[config.mk]
export PLATFORM = sky130hd
export DESIGN_NAME = regctl_i2c_slave
export DESIGN_NICKNAME = d
export VERILOG_FILES = /design/src/rtl/regctl_i2c_slave.sv
export SDC_FILE = /design/constraint.sdc
export NUM_CORES = 1
export LEC_CHECK = 0
export ABC_AREA = 1
export BUFFER_PORTS_ARGS = -buffer_cell sky130_fd_sc_hd__buf_2
export CAP_MARGIN = 30
export CORE_MARGIN = 2
export CORE_UTILIZATION = 40
export DETAILED_ROUTE_END_ITERATION = 10
export PLACE_DENSITY = 0.59
export SETUP_SLACK_MARGIN = 0.15
export SYNTH_ARGS = -nofsm -noshare
export SYNTH_HDL_FRONTEND = slang
export SYNTH_SLANG_ARGS = --single-unit
[constraint.sdc]
create_clock -name clk -period 1.5 [get_ports clk]
set_input_delay 0.375 -clock clk [delete_from_list [all_inputs] [get_ports clk]]
set_output_delay 0.375 -clock clk [all_outputs]
set_load 0.02 [all_outputs]
[src/rtl/regctl_i2c_slave.sv]
module regctl_i2c_slave #(
  parameter logic [6:0] DEV_ADDR    = 7'h08,
  parameter int         SYNC_STAGES = 2
) (
  input  logic       clk,
  input  logic       rst_n,
  input  logic       active_en,
  input  logic       ovp_flag,
  input  logic       scl_in,
  input  logic       sda_in,
  output logic       sda_oe,
  output logic       ldo2_on,
  output logic [2:0] ldo2_sel,
  output logic       ldo1_on,
  output logic       ldo1_hi,
  output logic       drv2_on,
  output logic       drv1_on
);
  localparam int BYTE_BITS = 8;
  localparam int CNT_W     = $clog2(BYTE_BITS);
  localparam logic [CNT_W-1:0] LAST_BIT = CNT_W'(BYTE_BITS - 1);
  localparam logic [BYTE_BITS-1:0] WR_ADDR = {DEV_ADDR, 1'b0};

  typedef enum logic [2:0] {S_IDLE, S_ADDR, S_AACK, S_DATA, S_DACK, S_SKIP} st_t;

  logic [SYNC_STAGES-1:0] scl_sr, sda_sr;
  logic                   scl_d, sda_d;
  st_t                    st;
  logic [CNT_W-1:0]       cnt;
  logic [BYTE_BITS-2:0]   shreg;
  logic [BYTE_BITS-1:0]   ctrl_q;

  wire scl_s = scl_sr[SYNC_STAGES-1];
  wire sda_s = sda_sr[SYNC_STAGES-1];
  wire scl_rise = scl_s & ~scl_d;
  wire scl_fall = ~scl_s & scl_d;
  wire start_ev = scl_s & scl_d & sda_d & ~sda_s;
  wire stop_ev  = scl_s & scl_d & ~sda_d & sda_s;
  wire [BYTE_BITS-1:0] byte_nxt = {shreg, sda_s};
  wire gate = active_en & ~ovp_flag;

  always_ff @(posedge clk or negedge rst_n) begin
    if (!rst_n) begin
      scl_sr <= '1;
      sda_sr <= '1;
      scl_d  <= 1'b1;
      sda_d  <= 1'b1;
    end else begin
      scl_sr <= {scl_sr[SYNC_STAGES-2:0], scl_in};
      sda_sr <= {sda_sr[SYNC_STAGES-2:0], sda_in};
      scl_d  <= scl_s;
      sda_d  <= sda_s;
    end
  end

  always_ff @(posedge clk or negedge rst_n) begin
    if (!rst_n) begin
      st     <= S_IDLE;
      cnt    <= '0;
      shreg  <= '0;
      sda_oe <= 1'b0;
      ctrl_q <= '0;
    end else if (!active_en) begin
      st     <= S_IDLE;
      cnt    <= '0;
      shreg  <= '0;
      sda_oe <= 1'b0;
      ctrl_q <= '0;
    end else if (start_ev) begin
      st     <= S_ADDR;
      cnt    <= '0;
      sda_oe <= 1'b0;
    end else if (stop_ev) begin
      st     <= S_IDLE;
      sda_oe <= 1'b0;
    end else begin
      case (st)
        S_ADDR, S_DATA: if (scl_rise) begin
          shreg <= byte_nxt[BYTE_BITS-2:0];
          cnt   <= cnt + 1'b1;
          if (cnt == LAST_BIT) begin
            if (st == S_ADDR) st <= (byte_nxt == WR_ADDR) ? S_AACK : S_SKIP;
            else begin
              ctrl_q <= byte_nxt;
              st     <= S_DACK;
            end
          end
        end
        S_AACK, S_DACK: if (scl_fall) begin
          if (!sda_oe) sda_oe <= 1'b1;
          else begin
            sda_oe <= 1'b0;
            st     <= (st == S_AACK) ? S_DATA : S_SKIP;
          end
        end
        default: ;
      endcase
    end
  end

  assign {ldo2_on, ldo2_sel, ldo1_on, ldo1_hi, drv2_on, drv1_on} =
         gate ? ctrl_q : '0;


  ovp_off_chk: assert property (@(posedge clk) disable iff (!rst_n)
    ovp_flag |-> !(ldo2_on || ldo1_on || ldo1_hi || drv2_on || drv1_on) && ldo2_sel == 3'd0);

  stby_clear_chk: assert property (@(posedge clk) disable iff (!rst_n)
    !active_en |=> (ctrl_q == '0) && !sda_oe);

  ack_low_scl_chk: assert property (@(posedge clk) disable iff (!rst_n)
    $rose(sda_oe) |-> !scl_s);

  ack_state_chk: assert property (@(posedge clk) disable iff (!rst_n)
    sda_oe |-> (st == S_AACK || st == S_DACK));

  ctrl_upd_chk: assert property (@(posedge clk) disable iff (!rst_n)
    (ctrl_q != $past(ctrl_q)) && active_en && $past(active_en) |-> $past(st == S_DATA && scl_rise));
endmodule

Yosys cells after proc, flatten, opt, wreduce, memory -nomap -nowiden
Index checks and enable logic that the tools add are counted.
Operators by class
  add/sub/neg operators: 1
  reduce and logical (&&, ||, !) cells: 7
  bitwise logic cells: 13
  muxes and demuxes: 35
  equality and inequality tests: 22
Operators with widths (count)
  2-to-1 mux 8 bit: 8
  2-to-1 mux 3 bit: 15
  2-to-1 mux 7 bit: 5
  != test 5 bit (second input constant): 4
  AND 1 bit: 8
  equality test 8 x 5 -> 1 bit (second input constant): 1
  != test 4 x 1 -> 1 bit (second input constant): 2
  equality test 3 x 2 -> 1 bit (second input constant): 2
  equality test 3 bit (second input constant): 2
  2-to-1 mux 1 bit: 6
  != test 2 x 1 -> 1 bit (second input constant): 3
  != test 2 bit (second input constant): 3
  != test 3 x 1 -> 1 bit (second input constant): 2
  one-hot mux 3 bit (2 select lines): 1
  AND reduction 6 bit: 1
  != test 5 x 1 -> 1 bit (second input constant): 1
  NOT 1 bit: 5
  AND reduction 5 bit: 1
  AND reduction 4 bit: 1
  OR reduction 2 bit: 2
  adder 3 x 1 -> 3 bit (second input constant): 1
  equality test 3 x 1 -> 1 bit (second input constant): 1
  != test 3 bit (second input constant): 1
  AND reduction 3 bit: 1
  AND reduction 2 bit: 1
Word-level totals
  bits in registers: 28
  bits of input ports: 6
  word-level logic and storage cells: 87

Longest topological paths before layout
Gate-level depths: netlist (run 1).
  word-level depth: 9
  gate-level depth with buffers: 10
  depth with buffers taken out: 10

Worst setup path after synthesis (run 1)
Ideal clock, no wire load.
  path kind: input-to-output
  start point: in active_en
  end point: out drv1_on
  arrival time: 1122 ps
  stages: 4
  setup slack: 3 ps
  path buffers: 1
  required time: 1125 ps
  cells stage by stage: inv_2 or2_2 clkbuf_1 nor2_1
On the way
  longest elaborated chain between the ends: 2
Ends and longest elaborated chain
  from (decl): RTL line 7  | input logic active_en,
  AND 1 bit: RTL line 40  | wire gate = active_en & ~ovp_flag;
  2-to-1 mux 8 bit: RTL line 102  | gate ? ctrl_q : '0;
  to (decl): RTL line 17  | output logic drv1_on
Every way passes these cells.

Final worst setup path (run 1)
  start point: reg scl_sr[1]
  end point: reg ctrl_q[3]
On the way
  longest elaborated chain between the ends: 5
  elaborated cells between the ends (all ways): 10
  those cells by class: eq/ne (3); bitwise (6); reduce/logical (1)
Ends and longest elaborated chain
  from (decl): RTL line 26  | logic [SYNC_STAGES-1:0] scl_sr, sda_sr;
  from (signal assigned): RTL line 49  | scl_sr <= {scl_sr[SYNC_STAGES-2:0], scl_in};
  AND 1 bit: RTL line 37, 38
  AND 1 bit, on equally long branches (2 in series): RTL line 38, 37
  != test 2 bit (no line)
  AND reduction 6 bit (no line) *
  to (signal assigned): RTL line 84  | ctrl_q <= byte_nxt;
  to (decl): RTL line 31  | logic [BYTE_BITS-1:0] ctrl_q;
Every way passes the cells marked *; elsewhere a longest branch is shown, timed or not.
A chain may end at the register's enable or synchronous reset.

==> results of run 1 <==
layout make-up:
type | count | area (um2)
Clock buffer | 4 | 55.1
Fill cell | 314 | 1530
Inverter | 32 | 125
Multi-Input combinational cell | 118 | 803
Sequential cell | 28 | 708
Tap cell | 48 | 60.1
Timing Repair Buffer | 34 | 327
cells by family (layout without fill, tap and decap cells):
group           Yosys count  in the layout  synth area share, %
buf+inv                  36             70                 10.5
flops                    28             28                 48.3
compound gates           24             24                 9.97
fa+ha+maj                 2              2                 1.70
simple gates             92             92                 29.6
final timing paths:
path / end / slack, ns / cells after the start
worst max-delay path: ctrl_q[3]$_DFFE_PN0P_ / 0.06 / 7
worst min register to register: scl_sr[1]$_DFF_PN1_ / 0.36 / 0
worst min-delay path: cnt[1]$_DFFE_PN0P_ / 0.11 / 1
min in group clk: sda_sr[0]$_DFF_PN1_ / 0.18 / 1
worst max register to register: ctrl_q[3]$_DFFE_PN0P_ / 0.06 / 7
max in group asynchronous: st[1]$_DFFE_PN0P_ / 0.98 / 1
flip-flops by register name, indices dropped and copies added (netlist names):
name / count
ctrl_q: 8
shreg: 7
cnt: 3
st: 3
scl_sr: 2
sda_sr: 2
scl_d: 1
sda_d: 1
sda_oe: 1
stage by stage:
stage / instance area [um2] / setup TNS (ns)
2_1_floorplan: 1550 / 0
3_3_place_gp: 1670 / 0
3_5_place_dp: 1670 / 0
4_1_cts: 1960 / 0
5_1_grt: 2080 / -0.0307
6_report: 2080 / 0
worst max-delay path, stage by stage, from the launching register on:
cell and delay [ns]:
sky130_fd_sc_hd__dfstp_2 0.63, sky130_fd_sc_hd__buf_6 0.12, sky130_fd_sc_hd__nand2_4 0.05, sky130_fd_sc_hd__nor2_8 0.12, sky130_fd_sc_hd__nand3_4 0.08, sky130_fd_sc_hd__nand2_4 0.12
sky130_fd_sc_hd__buf_12 0.15, sky130_fd_sc_hd__o21ai_2 0.05
layer usage:
metal  part of all wire, %  wire length, um  vias up  GRT usage (%)
met5                     0                0        -              0
met4                   1.6               47        0           6.65
met3                   2.4               72        7           2.95
met2                    50             1500       14           28.5
met1                    46             1400      574           20.7
li1                      -                -      624              -
cell usage after synthesis:
library cell               count  area [um2]
sky130_fd_sc_hd__buf_12        1        20.0
sky130_fd_sc_hd__a21oi_1       1        5.00
sky130_fd_sc_hd__nand3_2       2        20.0
sky130_fd_sc_hd__dfstp_2       6         158
sky130_fd_sc_hd__inv_1        26        97.6
sky130_fd_sc_hd__nand3_1       6        30.0
sky130_fd_sc_hd__nand2_1      49         184
sky130_fd_sc_hd__o21ai_2       6        52.6
sky130_fd_sc_hd__nor3_1        1        5.00
sky130_fd_sc_hd__nand4_1       1        6.26
sky130_fd_sc_hd__ha_1          2        25.0
sky130_fd_sc_hd__o21ai_0       9        45.0
sky130_fd_sc_hd__nor2_4        2        22.5
sky130_fd_sc_hd__nand2_4       1        11.3
sky130_fd_sc_hd__nor2_1       19        71.3
sky130_fd_sc_hd__or2_2         1        6.26
sky130_fd_sc_hd__a21oi_2       1        8.76
sky130_fd_sc_hd__buf_2         2        10.0
sky130_fd_sc_hd__and2_2        1        7.51
sky130_fd_sc_hd__inv_2         6        22.5
sky130_fd_sc_hd__dfrtp_1      22         551
sky130_fd_sc_hd__o21ai_1       7        35.0
sky130_fd_sc_hd__clkbuf_1      1        3.75
sky130_fd_sc_hd__nand2_2       5        31.3
sky130_fd_sc_hd__nor2_8        1        20.0
sky130_fd_sc_hd__nor2_2        3        18.8
timing repair:
action | in CTS | in global routing
gates cloned | 0 | 0
pin swaps | 17 | 13
buffers inserted | 11 | 5
hold buffers | 0 | 0
gates resized for setup | 39 | 25
endpoints found under the setup margin | 19 | 22
power groups by stage:
stage	sequential, W	clock, W	combinational (W)
final	0.000872	0.000478	0.000619
after global routing	0.000881	0.000525	0.000687
after CTS	0.000870	0.000492	0.000567
after detailed placement	0.000883	0	0.000500
after global placement	0.000877	0	0.000482
after floorplan	0.000886	0	0.000390
==> load_flow_metrics.sql, run 1 <==
INSERT INTO impl_metrics (metric_group, metric, value, unit) VALUES
('timing', 'grt_setup_unrepaired', 'yes', ''),
('timing', 'period_share', '96.2', '%'),
('timing', 'slew_headroom', '57.8', '%'),
('route', 'drtAntennaViolNets', '0', ''),
('placed_design', 'post-place-cells', '244', ''),
('power', 'switchingPower', '0.000679', 'W'),
('outcome', 'status', 'finished clean', ''),
('floorplanning', 'design.die.area', '4170', 'um2'),
('setup_path', 'crit_path_arrival_time', '1.62', 'ns'),
('clock_network', 'tritoncts.num_buffers', '3', ''),
('timing', 'hold-worst-slack', '0.108', 'ns'),
('timing', 'timing.final.crit_period', '1.44', 'ns'),
('route', 'route.final.wire_length', '3.02', 'mm'),
('power', 'power_frac_comb', '31.4', '%'),
('setup_path', 'cp-start-kind', 'register', ''),
('global_route', 'gr-total-overflow', '0', ''),
('placed_design', 'port_buffers', '14', ''),
('power', 'internal_power_summed_over_all_cells', '0.00129', 'W'),
('logic_synthesis', 'synth-seq-area-share', '48.3', '%'),
('setup_path', 'cp_endpoint_kind', 'register', ''),
('floorplanning', 'ios', '15', ''),
('logic_synthesis', 'yosysWarnings', '0', ''),
('clock_network', 'clock_path_buffers', '2', ''),
('setup_path', 'critPathLaunch', 'scl_sr[1]$_DFF_PN1_', ''),
('floorplanning', 'die_w', '64.6', 'um'),
('route', 'vias', '1219', ''),
('logic_synthesis', 'post_synth_num_cell_types', '26', ''),
('logic_synthesis', 'syn_inst', '182', ''),
('layout', 'leading_cell_types_in_the_layout_fill_and_taps_excluded', '36 x sky130_fd_sc_hd__nand2_1, 25 x sky130_fd_sc_hd__inv_1, 22 x sky130_fd_sc_hd__dfrtp_1', ''),
('timing', 'timing.final.max_slew_violations', '0', ''),
('clock_network', 'clk_transition_reported_paths', '0.10', 'ns'),
('setup_path', 'regToRegStartpoint', 'scl_sr[1]$_DFF_PN1_', ''),
('clock_network', 'clock-root-buffer', 'sky130_fd_sc_hd__clkbuf_8', ''),
('timing', 'clock_skew', '0.00454', 'ns'),
('logic_synthesis', 'synth_fp_nets', '190', ''),
('floorplanning', 'row_count', '22', ''),
('power', 'clockPowerShare', '24.3', '%'),
('flow_run', 'count_of_max_cap_constraint_violations', '0', ''),
('placed_design', 'dp_hpwl', '1.99', 'mm'),
('clock_network', 'cts-htree-levels', '1', ''),
('layout', 'layout.cells.non_filler', '264', ''),
('timing', 'setup_ws', '0.0565', 'ns'),
('timing', 'max_freq', '0.693', 'GHz'),
('route', 'drt_pre_antenna_iters', '4', ''),
('global_route', 'grt_pass1_vias', '1222', ''),
('worst_hold_path', 'hp-class', 'in2async', ''),
('clock_network', 'clock_sinks', '28', ''),
('placed_design', 'globalplace.congestion', '0.890', ''),
('logic_synthesis', 'post_synth_instance_area', '1470', 'um2'),
('floorplanning', 'initial_util', '40.7', '%'),
('layout', 'fraction_of_final_layout_cells_with_drive_strength_greater_than_1', '49.1', '%'),
('route', 'drt_first_iter_violations', '55', ''),
('power', 'power.switching_fraction', '34.5', '%'),
('setup_path', 'worstPathRequired', '1.68', 'ns'),
('power', 'vdd_ir_drop_max', '0.721', 'mV'),
('global_route', 'initial_antenna_violation_count', '0', ''),
('power', 'p_leak', '1.02', 'nW'),
('power', 'sequentialPowerShare', '44.3', '%'),
('layout', 'final_core_utilization', '57.6', '%'),
('logic_synthesis', 'yosys_register_bits', '28', ''),
('logic_synthesis', 'post_synth.cell_area_avg', '8.06', 'um2'),
('clock_network', 'cts_tree', 'yes', ''),
('timing', 'tightestPinTransition', '0.633', 'ns'),
('clock_network', 'later_pin_clock_latency_in_the_skew_report', '0.28', 'ns'),
('layout', 'most_common_cell_after_layout_fill_and_taps_aside', 'sky130_fd_sc_hd__nand2_1', ''),
('global_route', 'grt_first_pass_wirelength', '5.39', 'mm'),
('timing', 'report.final.hold_viol_count', '0', ''),
('route', 'vias_per_cell', '4.62', ''),
('placed_design', 'placement.setup.worst_slack', '0.00530', 'ns'),
('setup_path', 'crit_type', 'reg2reg', ''),
('layout', 'layout_stage_area_growth_over_the_synthesis_result', '41.6', '%'),
('layout', 'layout_nets', '225', ''),
('power', 'design_power_total', '0.00197', 'W'),
('global_route', 'global_route.usage.total', '16.6', '%'),
('route', 'wl_per_cell', '11.4', 'um'),
('global_route', 'grt_max_degree', '29', ''),
('route', 'detail_route.drc_violations', '0', ''),
('power', 'power.density_cell_area', '947', 'nW/um2'),
('setup_path', 'crit_path_max_fanout', '8', ''),
('floorplanning', 'core_area', '3610', 'um2'),
('timing', 'report.final.setup_viol', '0', ''),
('layout', 'antenna_cells_inserted', '0', ''),
('floorplanning', 'die_height', '64.6', 'um');
(Power assumes the default switching activity.)
==> run 2, diff against run 1 <==
Settings changed: ABC_AREA 1 to not set.
==> load_flow_metrics.sql, run 2 <==
INSERT INTO impl_metrics (metric_group, metric, value, unit) VALUES
('outcome', 'status', 'finished clean', ''),
('power', 'power.density_cell_area', '709', 'nW/um2'),
('clock_network', 'clock_sinks', '28', ''),
('floorplanning', 'initial_util', '41.1', '%'),
('layout', 'most_common_cell_after_layout_fill_and_taps_aside', 'sky130_fd_sc_hd__buf_4', ''),
('timing', 'report.final.setup_viol', '0', ''),
('layout', 'reg.largest.list', 'ctrl_q: 8 flops, shreg: 7 flops', ''),
('clock_network', 'cts_tree', 'yes', ''),
('logic_synthesis', 'synth_top_area_share', '40.7', '%'),
('route', 'detail_route.drc_violations', '0', ''),
('logic_synthesis', 'post_synth_num_cell_types', '36', ''),
('logic_synthesis', 'yosys_register_bits', '28', ''),
('logic_synthesis', 'synth_fp_nets', '134', ''),
('route', 'drt_first_iter_violations', '26', ''),
('route', 'vias', '1078', ''),
('logic_synthesis', 'asyncSetResetFlopFracSynth', '100', '%'),
('global_route', 'grt_first_pass_wirelength', '5.04', 'mm'),
('timing', 'max_freq', '0.713', 'GHz'),
('power', 'sequentialPowerShare', '58.7', '%'),
('setup_path', 'crit_path_max_fanout', '4', ''),
('placed_design', 'globalplace.congestion', '0.777', ''),
('logic_synthesis', 'synth_enable_flop_cells', '0', ''),
('setup_path', 'count_of_buffer_and_inverter_cells_on_the_critical_path', '1', ''),
('power', 'power_frac_comb', '17.9', '%'),
('route', 'drt_pre_antenna_iters', '4', ''),
('logic_synthesis', 'syn_inst', '126', ''),
('setup_path', 'timing.critical_path.slowest_cell_delay', '0.58', 'ns'),
('setup_path', 'cp-start-kind', 'register', ''),
('setup_path', 'timing.critical_path.cells', 'nand2_1, o21a_1, buf_4, o2bb2ai_1', ''),
('clock_network', 'tritoncts.num_buffers', '3', ''),
('worst_hold_path', 'hp-class', 'in2async', ''),
('setup_path', 'cp_endpoint_kind', 'register', ''),
('floorplanning', 'core_area', '3280', 'um2'),
('layout', 'largest_reg_flops', '8', ''),
('floorplanning', 'die_w', '62.1', 'um'),
('logic_synthesis', 'yosysWarnings', '0', ''),
('setup_path', 'critical_path.slowest_cell', 'sky130_fd_sc_hd__dfstp_2', ''),
('route', 'drtAntennaViolNets', '0', ''),
('setup_path', 'cp_top_family', 'flip-flops', ''),
('flow_run', 'count_of_max_cap_constraint_violations', '0', ''),
('placed_design', 'port_buffers', '14', ''),
('timing', 'report.final.hold_viol_count', '0', ''),
('setup_path', 'crit_path_arrival_time', '1.62', 'ns'),
('timing', 'timing.final.max_slew_violations', '0', ''),
('layout', 'layout_nets', '181', ''),
('floorplanning', 'die_height', '62.1', 'um'),
('timing', 'tightestPinTransition', '0.621', 'ns'),
('logic_synthesis', 'post_synth_instance_area', '1350', 'um2'),
('setup_path', 'crit_type', 'reg2reg', ''),
('global_route', 'grt_pass1_vias', '1082', ''),
('power', 'internal_power_summed_over_all_cells', '0.00101', 'W'),
('setup_path', 'worstPathRequired', '1.72', 'ns'),
('global_route', 'grt_max_degree', '29', ''),
('power', 'p_leak', '0.894', 'nW'),
('floorplanning', 'row_count', '21', ''),
('placed_design', 'dp_hpwl', '1.92', 'mm'),
('layout', 'antenna_cells_inserted', '0', ''),
('timing', 'clock_skew', '0.00410', 'ns'),
('power', 'clockPowerShare', '23.3', '%'),
('timing', 'hold-worst-slack', '0.0375', 'ns'),
('timing', 'period_share', '93.5', '%'),
('clock_network', 'later_pin_clock_latency_in_the_skew_report', '0.33', 'ns'),
('global_route', 'global_route.usage.total', '16.2', '%'),
('power', 'power.switching_fraction', '27.1', '%'),
('timing', 'totalNegativeSetupSlack', '0', 'ns'),
('logic_synthesis', 'synth.cells.most_frequent', '22 x sky130_fd_sc_hd__dfrtp_1, 21 x sky130_fd_sc_hd__nand2_1, 10 x sky130_fd_sc_hd__nor2b_1', ''),
('layout', 'largest_register', 'ctrl_q', ''),
('global_route', 'initial_antenna_violation_count', '0', ''),
('global_route', 'gr-total-overflow', '0', ''),
('layout', 'layout_stage_area_growth_over_the_synthesis_result', '44.5', '%'),
('logic_synthesis', 'post_synth.cell_area_avg', '10.7', 'um2'),
('logic_synthesis', 'synth-seq-area-share', '52.4', '%'),
('clock_network', 'clk_transition_reported_paths', '0.15', 'ns'),
('timing', 'timing.final.crit_period', '1.40', 'ns'),
('power', 'switchingPower', '0.000376', 'W'),
('timing', 'slew_headroom', '58.6', '%'),
('floorplanning', 'design.die.area', '3860', 'um2'),
('clock_network', 'cts_hold_buf', '0', ''),
('clock_network', 'cts-htree-levels', '1', ''),
('layout', 'leading_cell_types_in_the_layout_fill_and_taps_excluded', '31 x sky130_fd_sc_hd__buf_4, 21 x sky130_fd_sc_hd__nand2_1, 21 x sky130_fd_sc_hd__dfrtp_1', ''),
('floorplanning', 'ios', '15', ''),
('logic_synthesis', 'dominantRegCellSynth', 'sky130_fd_sc_hd__dfrtp_1', ''),
('route', 'vias_per_cell', '4.94', ''),
('route', 'route.final.wire_length', '3.04', 'mm'),
('clock_network', 'clock-root-buffer', 'sky130_fd_sc_hd__clkbuf_4', ''),
('placed_design', 'placement.setup.worst_slack', '0.0210', 'ns'),
('logic_synthesis', 'post-synth-top-count-cell', 'sky130_fd_sc_hd__dfrtp_1', ''),
('power', 'vdd_ir_drop_max', '0.448', 'mV'),
('layout', 'fraction_of_final_layout_cells_with_drive_strength_greater_than_1', '47.7', '%'),
('power', 'design_power_total', '0.00138', 'W'),
('timing', 'setup_ws', '0.0981', 'ns'),
('clock_network', 'clock_path_buffers', '2', ''),
('logic_synthesis', 'post-synth-top-area-cell', 'sky130_fd_sc_hd__dfrtp_1', ''),
('route', 'wl_per_cell', '13.9', 'um'),
('logic_synthesis', 'synth.area.top_cells', 'sky130_fd_sc_hd__dfrtp_1 41%, sky130_fd_sc_hd__dfstp_2 12%, sky130_fd_sc_hd__mux2i_1 5.9%', ''),
('timing', 'grt_setup_unrepaired', 'yes', '');
[run 2: changes by cell type in the layout (fill, tap and decap cells not counted), moves of 7 or more]
cell,change
sky130_fd_sc_hd__and2_4,+8
sky130_fd_sc_hd__buf_4,+17
sky130_fd_sc_hd__inv_1,-24
sky130_fd_sc_hd__mux2i_1,+8
sky130_fd_sc_hd__nand2_1,-15
sky130_fd_sc_hd__nand2_2,-11
sky130_fd_sc_hd__nand2_4,-8
sky130_fd_sc_hd__nor2_4,-14
sky130_fd_sc_hd__nor2b_1,+9
sky130_fd_sc_hd__o21ai_2,-7
[run 2: worst reg2reg max path, stage by stage, from the launching register on]
cell	delay [ns]
sky130_fd_sc_hd__dfstp_2	0.58
sky130_fd_sc_hd__nand2_1	0.16
sky130_fd_sc_hd__o21a_1	0.28
sky130_fd_sc_hd__buf_4	0.16
sky130_fd_sc_hd__o2bb2ai_1	0.12
[run 2: final timing paths]
kind                                     startpoint                   end  slack (ns)  cells past startpoint
worst max-delay path                scl_d$_DFF_PN1_     st[2]$_DFFE_PN0P_         0.1                      4
worst min-delay path                          rst_n  shreg[4]$_DFFE_PN0P_        0.04                      1
worst max register to register      scl_d$_DFF_PN1_     st[2]$_DFFE_PN0P_         0.1                      4
worst min register to register  scl_sr[0]$_DFF_PN1_   scl_sr[1]$_DFF_PN1_        0.37                      0
max in group asynchronous                     rst_n     st[1]$_DFFE_PN0P_        1.03                      1
min in group clk                             scl_in   scl_sr[0]$_DFF_PN1_        0.13                      1
[run 2: per-stage QoR]
| step | std cells | utilization, % | instance area [um2] |
|---|---|---|---|
| global route | 218 | 59.5 | 1950 |
| CTS | 213 | 56.0 | 1840 |
| global placement | 195 | 48.7 | 1600 |
| floorplan | 126 | - | 1390 |
| detailed placement | 195 | 48.7 | 1600 |
| finish | 218 | 59.5 | 1950 |
[run 2: kinds of logic (layout without fill, tap and decap cells)]
kind of cell | Yosys count | after routing | share of synthesized area [%]
buffers and inverters | 6 | 52 | 2.04
and+or+nand+nor | 56 | 56 | 23.3
DFF | 28 | 28 | 52.4
muxes | 8 | 8 | 5.93
AOI/OAI and AO/OA | 23 | 23 | 12.5
adders and majority gates | 2 | 2 | 1.85
xor gates and xnor gates | 3 | 3 | 1.94
[run 2: cell type report]
class                           instances  area (um2)
Clock buffer                            4        26.3
Fill cell                             267        1330
Inverter                                1        3.75
Multi-Input combinational cell         92         771
Sequential cell                        28         709
Tap cell                               46        57.6
Timing Repair Buffer                   47         385
[run 2: timing repair]
action,4_1_cts,5_1_grt
endpoints found under the setup margin,29,30
resized for setup,34,15
gates cloned,0,1
pin swaps,8,3
setup buffers,14,4
[run 2: layer usage]
metal	up-vias	wire length, um	GRT usage [%]
met5	-	0	0
met4	0	79	6.67
met3	6	62	2.36
met2	18	1440	25.1
met1	525	1460	23.0
li1	529	-	-
[run 2: power groups by stage]
stage | clock network, W | registers, W | logic (W)
6_report | 0.000323 | 0.000813 | 0.000248
5_1_grt | 0.000368 | 0.000815 | 0.000266
4_1_cts | 0.000335 | 0.000809 | 0.000215
3_5_place_dp | 0 | 0.000823 | 0.000184
3_3_place_gp | 0 | 0.000822 | 0.000183
2_1_floorplan | 0 | 0.000824 | 0.000111
